==> src/rtl/ep_dma_pkg.sv <==
package ep_dma_pkg;

  typedef enum logic [1:0] {
    TRIG_NONE  = 2'd0,
    TRIG_EVENT = 2'd1,
    TRIG_FRAME = 2'd2
  } trig_e;

  // Which event source may raise a flag for one endpoint.
  function automatic trig_e pick_trig(input logic is_iso, input logic irq_en);
    if (irq_en)      return TRIG_NONE;
    else if (is_iso) return TRIG_FRAME;
    else             return TRIG_EVENT;
  endfunction

endpackage

==> src/rtl/ep_req_cell.sv <==
module ep_req_cell
  import ep_dma_pkg::*;
#(
  parameter bit IS_CTRL = 1'b0
) (
  input  logic clk,
  input  logic rst,
  input  logic ep_evt,
  input  logic frame_evt,
  input  logic irq_en,
  input  logic is_iso,
  input  logic done,
  output logic flag
);

  trig_e trig;
  logic  set_raw;
  logic  set_ok;

  always_comb begin
    trig = pick_trig(is_iso, irq_en);
    unique case (trig)
      TRIG_EVENT: set_raw = ep_evt;
      TRIG_FRAME: set_raw = frame_evt;
      default:    set_raw = 1'b0;
    endcase
    set_ok = set_raw & ~IS_CTRL;
  end

  // set has priority over clear
  always_ff @(posedge clk) begin
    if (rst)         flag <= 1'b0;
    else if (set_ok) flag <= 1'b1;
    else if (done)   flag <= 1'b0;
  end

endmodule

==> src/rtl/ep_start_gen.sv <==
module ep_start_gen #(
  parameter int unsigned N = 32
) (
  input  logic         clk,
  input  logic         rst,
  input  logic [N-1:0] flag,
  input  logic [N-1:0] dma_ok,
  output logic [N-1:0] pulse
);

  logic [N-1:0] armed;
  logic [N-1:0] armed_q;

  assign armed = flag & dma_ok;

  always_ff @(posedge clk) begin
    if (rst) begin
      armed_q <= '0;
      pulse   <= '0;
    end else begin
      armed_q <= armed;
      pulse   <= armed & ~armed_q;
    end
  end

endmodule

==> src/rtl/ep_dma_req.sv <==
module ep_dma_req #(
  parameter int unsigned NUM_EP   = 32,
  parameter int unsigned NUM_CTRL = 2
) (
  input  logic              clk,
  input  logic              rst,
  input  logic [NUM_EP-1:0] ep_evt,
  input  logic              frame_evt,
  input  logic [NUM_EP-1:0] ep_irq_en,
  input  logic [NUM_EP-1:0] ep_iso,
  input  logic [NUM_EP-1:0] dma_en,
  input  logic [NUM_EP-1:0] xfer_done,
  output logic [NUM_EP-1:0] req_status,
  output logic [NUM_EP-1:0] start_pulse
);

  localparam logic [NUM_EP-1:0] CTRL_MASK = {{(NUM_EP-NUM_CTRL){1'b0}}, {NUM_CTRL{1'b1}}};

  logic [NUM_EP-1:0] flags;
  logic [NUM_EP-1:0] dma_ok;

  for (genvar i = 0; i < NUM_EP; i++) begin : g_ep
    ep_req_cell #(
      .IS_CTRL (i < NUM_CTRL)
    ) u_cell (
      .clk       (clk),
      .rst       (rst),
      .ep_evt    (ep_evt[i]),
      .frame_evt (frame_evt),
      .irq_en    (ep_irq_en[i]),
      .is_iso    (ep_iso[i]),
      .done      (xfer_done[i]),
      .flag      (flags[i])
    );
  end

  assign dma_ok = dma_en & ~CTRL_MASK;

  ep_start_gen #(
    .N (NUM_EP)
  ) u_start (
    .clk    (clk),
    .rst    (rst),
    .flag   (flags),
    .dma_ok (dma_ok),
    .pulse  (start_pulse)
  );

  assign req_status = flags;

endmodule

==> config.mk <==
export PLATFORM = sky130hd
export DESIGN_NAME = ep_dma_req
export DESIGN_NICKNAME = d
export VERILOG_FILES = /design/src/rtl/ep_dma_pkg.sv /design/src/rtl/ep_req_cell.sv /design/src/rtl/ep_start_gen.sv /design/src/rtl/ep_dma_req.sv
export SDC_FILE = /design/constraint.sdc
export NUM_CORES = 1
export LEC_CHECK = 0
export BUFFER_PORTS_ARGS = -buffer_cell sky130_fd_sc_hd__buf_2
export CAP_MARGIN = 20
export CORE_MARGIN = 4
export CORE_UTILIZATION = 37
export DETAILED_ROUTE_END_ITERATION = 8
export PLACE_DENSITY = 0.79
export SKIP_CTS_REPAIR_TIMING = 1
export SYNTH_ARGS = -nofsm -noshare
export SYNTH_HDL_FRONTEND = slang
export SYNTH_SLANG_ARGS = --single-unit
==> constraint.sdc <==
create_clock -name clk -period 0.91 [get_ports clk]
set_input_delay 0.182 -clock clk [delete_from_list [all_inputs] [get_ports clk]]
set_output_delay 0.182 -clock clk [all_outputs]
set_load 0.02 [all_outputs]
# Word-level counts from Yosys, hierarchy flattened
# Index checks and enable logic that the tools add are counted.
[word_totals] latchBits=0 in_bits=163 mem_count=0 wordCells=275 rom_bits=0 ramBits=0 output_inout_bits=64 regBits=94
[classes] n_reduce_logical=30 div_mod_pow=0 eq_ne=60 shift=0 magnitude_cmp=0 add_sub_neg=0 mux=150 mul=0 bitwise=3
[ops] cell="$mux 2" n=60
[ops] cell="$and 32x32->32" n=2
[ops] cell="$eq 2x1->1 const B" n=30
[ops] cell="$eq 2x2->1 const B" n=30
[ops] cell="$mux 1" n=60
[ops] cell="$pmux 1 s2" n=30
[ops] cell="$reduce_bool 2->1" n=30
[ops] cell="$not 32->32" n=1

# Depth between registers and ports, before layout
# Gate-level depths: netlist of run 1.
[depth] word_depth=5 ltp_mapped=4 ltp_nobuf=2

# Hierarchy
# From an unflattened synthesis of run 1, not the netlist that was laid out.
[unflattened] hier_cells=259 hier_area_um2=3387.0
[modules_own_cells] mod="ep_start_gen" instances=1 area_each_um2=1971.9 cells_per_inst=134 seq_area_each_um2=1281.2
[modules_own_cells] mod="ep_req_cell at g_ep[10].u_cell ..." instances=30 area_each_um2=46.3 cells_per_inst=4 seq_area_each_um2=20.0
[modules_own_cells] mod="ep_req_cell at g_ep[0].u_cell ..." instances=2 area_each_um2=11.3 cells_per_inst=2 seq_area_each_um2=0.0
[modules_own_cells] mod="ep_dma_req" instances=1 area_each_um2=3.8 cells_per_inst=1 seq_area_each_um2=0.0

# Least setup slack after synthesis of run 1
# Ideal clock, no wire load.
[synth_timing] kind="in2reg" start="in rst" end="reg g_ep[12].u_cell.flag" setup_time_ns=0.087 arrival_ns=0.811 slack_ns=0.012 t_required_ns=0.823 path_buffers=1 stages=3 path_cell_list="clkbuf_1 > or3b_2 > o31ai_1"
[synth_lines] item="from (decl)" line_no="ep_dma_req.sv:6" text="input logic rst,"
[synth_lines] item="to (signal assigned)" line_no="ep_req_cell.sv:32" text="if (rst) flag <= 1'b0;"
[synth_lines] item="to (signal assigned)" line_no="ep_req_cell.sv:33" text="else if (set_ok) flag <= 1'b1;"
[synth_lines] item="to (signal assigned)" line_no="ep_req_cell.sv:34" text="else if (done) flag <= 1'b0;"
[synth_lines] item="to (decl)" line_no="ep_req_cell.sv:13" text="output logic flag"

# Worst setup path in the final report of run 1
[layout_timing] start="reg g_ep[20].u_cell.flag" end="out req_status[20]"
[layout_lines] item="from (decl)" line_no="ep_req_cell.sv:13"
[layout_lines] item="from (signal assigned)" line_no="ep_req_cell.sv:32"
[layout_lines] item="from (signal assigned)" line_no="ep_req_cell.sv:33"
[layout_lines] item="from (signal assigned)" line_no="ep_req_cell.sv:34"
[layout_lines] item="to (decl)" line_no="ep_dma_req.sv:13" text="output logic [NUM_EP-1:0] req_status,"
# No word-level cell between the ends.

==> flow_summary_export.csv, run 1 <==
group,metric,value,unit
floorplan,fp-row-count,34,
logic_synthesis,synth_xor_area_share,0,%
power_and_ir_drop,ir_drop,0.9316,mV
floorplan,die_h,102.6,um
logic_synthesis,synth-simple-area-share,19.26,%
worst_hold_path,min_path_type,"primary input to flop",
cts,insertion_delay,0.34,ns
critical_path,critPathLaunchType,"flop",
timing,worst_slack,-0.1783,ns
grt,antenna_found_initial,0,
timing,fmax,0.9189,GHz
status,violations,"setup timing",
timing,maxSlewViolCount,0,
critical_path,critPathTopFamily,"flip-flops",
placed_design,place_ws,-0.2039,ns
detailed_routing,routedWlPerCell,14.96,um
detailed_routing,routed.top_layer,"met4",
floorplan,start_util,37.99,%
logic_synthesis,synth_fa_ha_area_share,0,%
logic_synthesis,synth_compound_area_share,6.798,%
cts,cts-root-buf,"clkbuf_8",
detailed_routing,viasPerCell,4.679,
grt,grt_pass1_vias,2890,
critical_path,arrival,0.91,ns
floorplan,die_w,102.6,um
critical_path,worstSetupPathType,"flop to output pin",
power_and_ir_drop,p_per_area,1524,nW/um^2
detailed_routing,met1Wirelength,3.494,mm
layout,layout-drive-gt1-share,68.71,%
logic_synthesis,synth_mux_area_share,9.063,%
logic_synthesis,synth_seq_cells,90,
critical_path,setup.worst_path.end_class,"output pin",
detailed_routing,drc_errors,0,
cts,numCtsBuffers,9,
detailed_routing,wl,9.931,mm
critical_path,cpPeakStageDelay,0.34,ns
critical_path,required,0.73,ns
floorplan,die_area,10530,sq um
logic_synthesis,ys_warn_count,0,
grt,grt_pass1_wl,12.43,mm
placed_design,placed_area,4559,sq um
timing,fin_crit,1.088,ns
detailed_routing,drtPass1Iterations,4,
cts,cts_buffer_depth,2,
layout,fin_area,5577,sq um
critical_path,cp_cell_sequence,"buf_6, buf_6",
placed_design,dp_hpwl,6.968,mm
timing,rsz0062_at_grt,"yes",
grt,grt_usage,15.03,%
layout,syn2layout_area_growth,68.32,%
detailed_routing,wl_met3,769,um
critical_path,critical_path.most_common_cell,"buf_6",
grt,grt_start_max_net_pins,31,
grt,grt.overflow.total,0,
detailed_routing,ant_nets,0,
critical_path,crit_path_max_fanout,2,
critical_path,cp.buffers_inverters,2,
timing,setup_tns,-6.150,ns
timing,post-route-period-util,119.6,%
timing,fin_worst_skew,0.01149,ns
timing,hold_viol,0,
floorplan,pin_count,227,
power_and_ir_drop,leakage,2.671,nW
logic_synthesis,synth_top_family_by_area,"simple AND/OR/NAND/NOR gates",
cts,htreeDepth,3,
placed_design,place.gp.congestion,0.7583,
critical_path,r2r_slack,-0.05,ns
cts,path_clk_slew,0.08,ns
critical_path,cp_slowest_cell,"dfxtp_2",
cts,tritoncts,"yes",
status,status,"finished with violations",
job,drv_cap,0,
logic_synthesis,synthCells,321,
placed_design,portBuffers,212,
logic_synthesis,synth_cell_types,13,
detailed_routing,drtIter0Drc,29,
logic_synthesis,syn_avg_cell_area,10.32,sq um
detailed_routing,wl_met2,5.438,mm
logic_synthesis,syn-cell-area,3313,sq um
layout,fin_nets,717,
layout,num_antenna_cells,0,
timing,setup_violations,61,
layout,nFillCells,688,
logic_synthesis,ys_seq_area_share,54.38,%
floorplan,core-area,8721,sq um
cts,clock_sinks,90,
detailed_routing,vias,3107,
-- worst register-to-register path: cells and delay by family, from the launching register on --
kind | cells | cell delay [ns]
AOI/OAI and AO/OA | 1 | 0.06
buffers and inverters | 1 | 0.10
DFF | 1 | 0.35
and+or+nand+nor | 1 | 0.37
-- placed cells by master, fill, tap and decap left out --
cell             n
conb_1           4
o31ai_2         16
clkbuf_8         9
buf_2          151
buf_12           4
or3b_4          30
nand2_1         30
dfxtp_1         30
buf_6           88
mux2i_1         30
nor2_1          30
dlygate4sd3_1    6
nor3_1          30
dfxtp_2         60
o31ai_1         14
bufinv_16        2
clkinv_2         2
buf_4           20
-- cell families (layout without fill, tap and decap cells) --
logic type / after synthesis / in the layout
AOI/OAI and AO/OA: 30 / 30
buffers and inverters: 50 / 282
DFF: 90 / 90
muxes: 30 / 30
other: 1 / 4
and+or+nand+nor: 120 / 120
-- cell type report --
class | count | area [sq um] | area share, %
repair buffers | 269 | 2037 | 36.53
flip-flops and latches | 90 | 1877 | 33.65
multi-input cells | 184 | 1334 | 23.92
well taps | 108 | 135.1 | 2.423
clock buffers | 9 | 123.9 | 2.221
clock inverters | 4 | 70.07 | 1.256
-- cell usage after synthesis --
library cell,instances,area [sq um]
nor3_1,30,150.1
buf_2,8,40.04
nor2_1,30,112.6
clkbuf_1,5,18.77
buf_6,2,22.52
o31ai_1,30,225.2
dfxtp_1,90,1802
buf_4,35,262.8
conb_1,1,3.750
or3b_1,1,8.760
or3b_2,29,254.0
mux2i_1,30,300.3
nand2_1,30,112.6
-- worst paths after layout --
path         cells after the start                                 to                         startpoint
max                              2                     req_status[20]  g_ep[20].u_cell.flag$_SDFFE_PP0P_
min                              2  g_ep[14].u_cell.flag$_SDFFE_PP0P_                      ep_irq_en[14]
max reg2reg                      3  g_ep[30].u_cell.flag$_SDFFE_PP0P_  g_ep[30].u_cell.flag$_SDFFE_PP0P_
min reg2reg                      1       u_start.pulse[30]$_SDFF_PP0_     u_start.armed_q[30]$_SDFF_PP0_
-- per-stage QoR --
step	power (mW)	hold slack, ns	utilization (%)	instances
after floorplan	4.873	0.2847	-	324
after global placement	5.408	0.3687	52.28	638
after detailed placement	5.443	0.3742	52.28	638
after CTS	8.183	-0.005288	54.51	651
after global routing	8.860	0.0006085	63.95	664
final	8.499	0.01377	63.95	664
-- power breakdown --
| part | total, mW | switching [mW] | leakage (nW) | internal, mW |
|---|---|---|---|---|
| Clock | 2.74 | 1.25 | 0.101 | 1.49 |
| Combinational | 1.55 | 0.658 | 1.81 | 0.897 |
| Sequential | 4.20 | 0.0870 | 0.759 | 4.12 |
| Total | 8.50 | 1.99 | 2.67 | 6.51 |
-- registers in the layout, summed over array words and instances, names as in the netlist --
register	count
u_start.armed_q	30
u_start.pulse	30
g_ep.u_cell.flag	30
-- metal layers --
layer  global-route usage (%)  up-vias
li1                         -     1534
met1                    16.08     1414
met2                    27.66      137
met3                    3.924       22
met4                    6.559        0
met5                        0        -
Power figures use the tool's default switching activity.
==> run 2, diff against run 1 <==
Settings changed: REMOVE_ABC_BUFFERS from default to 1.
==> flow_summary_export.csv, run 2 (synthesis gave the netlist of run 1 again) <==
group,metric,value,unit
detailed_routing,viasPerCell,4.751,
critical_path,cp_slowest_cell,"dfxtp_2",
layout,reg_top3,"g_ep.u_cell.flag: 30 flops, u_start.armed_q: 30 flops, u_start.pulse: 30 flops",
floorplan,core-area,8721,sq um
layout,syn2layout_area_growth,67.11,%
cts,tritoncts,"yes",
cts,cts_buffer_depth,2,
critical_path,r2r-start,"g_ep[30].u_cell.flag$_SDFFE_PP0P_",
timing,hold_viol,0,
job,drv_cap,0,
layout,fin_nets,712,
cts,path_clk_slew,0.09,ns
floorplan,die_w,102.6,um
critical_path,cp_cell_sequence,"buf_6, buf_6",
timing,fin_crit,1.100,ns
timing,setup_violations,62,
cts,numCtsBuffers,9,
power_and_ir_drop,total_power,8.280,mW
timing,worst_slack,-0.1901,ns
timing,maxSlewViolCount,0,
critical_path,required,0.73,ns
floorplan,die_h,102.6,um
detailed_routing,wl,10.38,mm
layout,fin_area,5537,sq um
worst_hold_path,min_path_type,"primary input to flop",
grt,grt_pass1_vias,2853,
timing,fmax,0.9090,GHz
layout,nFillCells,672,
cts,insertion_delay,0.35,ns
critical_path,critical_path.most_common_cell,"buf_6",
cts,cts-root-buf,"clkbuf_8",
critical_path,r2r-end,"g_ep[30].u_cell.flag$_SDFFE_PP0P_",
floorplan,fp-row-count,34,
status,status,"finished with violations",
detailed_routing,routedWlPerCell,15.68,um
grt,grt_usage,14.41,%
placed_design,portBuffers,212,
timing,setup_tns,-6.096,ns
timing,rsz0062_at_grt,"yes",
critical_path,cp.buffers_inverters,2,
timing,fin_worst_skew,0.01182,ns
cts,htreeDepth,3,
status,violations,"setup timing",
critical_path,worstSetupStartpoint,"g_ep[2].u_cell.flag$_SDFFE_PP0P_",
critical_path,worstSetupPathType,"flop to output pin",
detailed_routing,drtPass1Iterations,4,
critical_path,arrival,0.92,ns
critical_path,endpoint,"req_status[2]",
detailed_routing,drc_errors,0,
critical_path,crit_path_max_fanout,2,
placed_design,place.gp.congestion,0.7295,
critical_path,critPathTopFamily,"flip-flops",
critical_path,cp_num_cells,2,
critical_path,setup.worst_path.end_class,"output pin",
timing,post-route-period-util,120.9,%
placed_design,placed_area,4489,sq um
critical_path,r2r_slack,-0.05,ns
critical_path,reg2reg_depth,3,
grt,grt.overflow.total,0,
detailed_routing,vias,3145,
cts,clock_sinks,90,
detailed_routing,ant_nets,0,
floorplan,die_area,10530,sq um
layout,final_common_cell,"buf_2",
critical_path,cpPeakStageDelay,0.34,ns
detailed_routing,drtIter0Drc,33,
grt,grt_pass1_wl,11.99,mm
grt,grt_start_max_net_pins,37,
grt,antenna_found_initial,0,
power_and_ir_drop,ir_drop,0.7843,mV
layout,layout-drive-gt1-share,67.15,%
power_and_ir_drop,p_per_area,1495,nW/um^2
floorplan,start_util,37.99,%
layout,num_antenna_cells,0,
critical_path,critPathLaunchType,"flop",
floorplan,pin_count,227,
placed_design,dp_hpwl,6.731,mm
power_and_ir_drop,leakage,2.628,nW
layout,final_cell_mix,"buf_2 (151), buf_6 (77), dfxtp_2 (60)",
layout,fin_util,63.49,%
[run 2: cell types whose count changed in the layout (fill, tap and decap cells not counted), moves of 3 or more]
| cell | change |
|---|---|
| buf_4 | -4 |
| buf_6 | -11 |
| clkinv_4 | +3 |
| dlygate4sd3_1 | +9 |
[run 2: final cells by class]
cell class | instances | area, sq um | area share (%)
Clock buffer | 11 | 151.4 | 2.734
Clock inverter | 5 | 38.79 | 0.7006
Multi-Input combinational cell | 184 | 1341 | 24.23
Sequential cell | 90 | 1877 | 33.90
Tap cell | 108 | 135.1 | 2.441
Timing Repair Buffer | 264 | 1993 | 36.00
[run 2: per-stage QoR]
stage	setup WS [ns]	cells	hold slack [ns]
after floorplan	-0.1204	274	0.2544
after global placement	-0.1785	627	0.3688
after detailed placement	-0.2053	627	0.3733
after CTS	-0.2786	643	-0.01829
after global routing	-0.2251	662	0.001694
final	-0.1901	662	0.01143
[run 2: worst min-delay path by stage]
stage                       start                           endpoint  slack [ns]  depth (start not counted)
finish              ep_irq_en[14]  g_ep[14].u_cell.flag$_SDFFE_PP0P_        0.01                          2
global route        ep_irq_en[14]  g_ep[14].u_cell.flag$_SDFFE_PP0P_       0.002                          2
CTS                 ep_irq_en[26]  g_ep[26].u_cell.flag$_SDFFE_PP0P_       -0.02                          2
detailed placement   ep_irq_en[3]   g_ep[3].u_cell.flag$_SDFFE_PP0P_        0.37                          2
global placement    ep_irq_en[29]  g_ep[29].u_cell.flag$_SDFFE_PP0P_        0.37                          2
floorplan                     rst     u_start.armed_q[10]$_SDFF_PP0_        0.25                          1
[run 2: where the power goes]
group	switching [mW]	total [mW]	leakage [nW]	internal (mW)
Sequential	0.0964	4.21	0.759	4.12
Clock	1.40	2.56	0.0955	1.15
Combinational	0.649	1.51	1.77	0.863
Total	2.15	8.28	2.63	6.13
[run 2: routing by layer]
layer	vias to the layer above	global-route usage, %	part of all wire (%)
met3	19	4.939	9.4
met2	152	26.17	54
met5	-	0	0
li1	1527	-	-
met4	0	5.651	1.7
met1	1447	15.26	35
==> run 3, diff against run 2 <==
--- a/config.mk
+++ b/config.mk
@@ -10,5 +10,5 @@
 export CORE_MARGIN = 4
-export CORE_UTILIZATION = 37
+export CORE_UTILIZATION = 25
 export DETAILED_ROUTE_END_ITERATION = 8
-export PLACE_DENSITY = 0.79
+export PLACE_DENSITY = 0.58
 export REMOVE_ABC_BUFFERS = 1
==> constraint.sdc (replaced) <==
create_clock -name clk -period 0.91 [get_ports clk]
set_input_delay 0.1365 -clock clk [delete_from_list [all_inputs] [get_ports clk]]
set_output_delay 0.1365 -clock clk [all_outputs]
set_load 0.02 [all_outputs]
==> flow_summary_export.csv, run 3 (synthesis gave the netlist of run 1 again) <==
group,metric,value,unit
floorplan,core-area,12770,sq um
cts,path_clk_slew,0.06,ns
layout,syn2layout_area_growth,79.31,%
cts,tritoncts,"yes",
timing,setup_violations,32,
floorplan,start_util,25.94,%
grt,antenna_found_initial,2,
floorplan,die_w,123.1,um
power_and_ir_drop,comb_power_share,17.0,%
placed_design,dp_hpwl,7.160,mm
timing,worst_slack,-0.1161,ns
worst_hold_path,holdPathStages,3,
detailed_routing,drc_errors,0,
timing,fmax,0.9745,GHz
worst_hold_path,min_path_type,"primary input to flop",
layout,reg_top3,"g_ep.u_cell.flag: 30 flops, u_start.armed_q: 30 flops, u_start.pulse: 30 flops",
detailed_routing,routedWlPerCell,13.07,um
grt,grt_start_max_net_pins,34,
timing,maxSlewViolCount,0,
layout,final_cell_mix,"buf_2 (151), buf_6 (85), dfxtp_2 (60)",
timing,fin_crit,1.026,ns
power_and_ir_drop,leakage,2.783,nW
cts,clock_sinks,90,
cts,insertion_delay,0.33,ns
critical_path,reg2reg_depth,2,
critical_path,worstSetupPathType,"flop to output pin",
status,violations,"setup timing",
floorplan,die_area,15160,sq um
timing,post-route-period-util,112.8,%
critical_path,r2r_slack,0.02,ns
cts,cts-root-buf,"clkbuf_16",
detailed_routing,ant_nets,0,
detailed_routing,wl,9.845,mm
cts,cts_buffer_depth,2,
power_and_ir_drop,clockPowerShare,37.8,%
critical_path,critPathLaunchType,"flop",
layout,layout-drive-gt1-share,65.00,%
cts,htreeDepth,3,
critical_path,arrival,0.89,ns
timing,holdWs,0.04886,ns
layout,fin_nets,738,
critical_path,required,0.77,ns
detailed_routing,viasPerCell,4.226,
power_and_ir_drop,p_switching,2.173,mW
critical_path,crit_path_max_fanout,2,
job,drv_cap,0,
placed_design,place.gp.congestion,0.7122,
timing,fin_worst_skew,0.004725,ns
grt,grt_pass1_vias,2991,
layout,final_common_cell,"buf_2",
power_and_ir_drop,sequentialPowerShare,45.2,%
power_and_ir_drop,sw_frac_of_total,23.37,%
grt,grt_usage,10.97,%
timing,setup_tns,-2.708,ns
detailed_routing,drtPass1Iterations,4,
status,status,"finished with violations",
power_and_ir_drop,p_int,7.127,mW
timing,hold_viol,0,
power_and_ir_drop,ir_drop,0.8809,mV
power_and_ir_drop,p_per_area,1566,nW/um^2
cts,numCtsBuffers,9,
floorplan,fp-row-count,41,
grt,grt.overflow.total,0,
detailed_routing,drtIter0Drc,68,
critical_path,setup.worst_path.end_class,"output pin",
floorplan,die_h,123.1,um
timing,rsz0062_at_grt,"yes",
detailed_routing,vias,3182,
grt,grt_pass1_wl,13.00,mm
placed_design,portBuffers,212,
floorplan,pin_count,227,
-- run 3: worst paths after layout --
path                                                         from                                end
worst max-delay path            g_ep[20].u_cell.flag$_SDFFE_PP0P_                     req_status[20]
worst min register to register      u_start.armed_q[3]$_SDFF_PP0_        u_start.pulse[3]$_SDFF_PP0_
worst max register to register  g_ep[11].u_cell.flag$_SDFFE_PP0P_  g_ep[11].u_cell.flag$_SDFFE_PP0P_
worst min-delay path                                   dma_en[22]     u_start.armed_q[22]$_SDFF_PP0_
-- run 3: critical path: stages (launching register included) --
cell and delay (ns):
dfxtp_2 0.33, buf_6 0.11, buf_6 0.12
-- run 3: power groups by stage --
stage	registers (mW)	logic [mW]	clock network, mW
after floorplan	4.40	0.245	0
after detailed placement	4.24	1.20	0
after global placement	4.23	1.17	0
final	4.20	1.58	3.51
after global routing	4.22	1.71	3.81
after CTS	4.15	1.20	3.65
-- run 3: per-stage QoR --
step	cell area, sq um	std cells	power (mW)	worst slack, ns	utilization [%]
2_1_floorplan	2980	274	4.648	-0.1204	-
3_3_place_gp	4624	700	5.408	-0.1399	36.20
3_5_place_dp	4624	700	5.435	-0.1930	36.20
4_1_cts	4916	716	9.006	-0.1817	38.49
5_1_grt	5941	753	9.743	-0.1522	46.51
6_report	5941	753	9.301	-0.1161	46.51
-- run 3: metal layers --
layer	vias up	part of all wire, %	track usage (%)
met4	2	2.4	5.606
met5	-	0.071	0
met2	140	52	18.52
li1	1580	-	-
met3	17	10	4.300
met1	1443	36	11.90
-- run 3: final cells by class --
| class | instances | area [sq um] |
|---|---|---|
| antenna | 1 | 2.502 |
| sequential | 90 | 1877 |
| clock inverter | 4 | 25.02 |
| tap | 172 | 215.2 |
| multi-input combinational | 184 | 1311 |
| fill | 1167 | 6833 |
| clock buffer | 12 | 266.5 |
| timing repair buffer | 290 | 2243 |
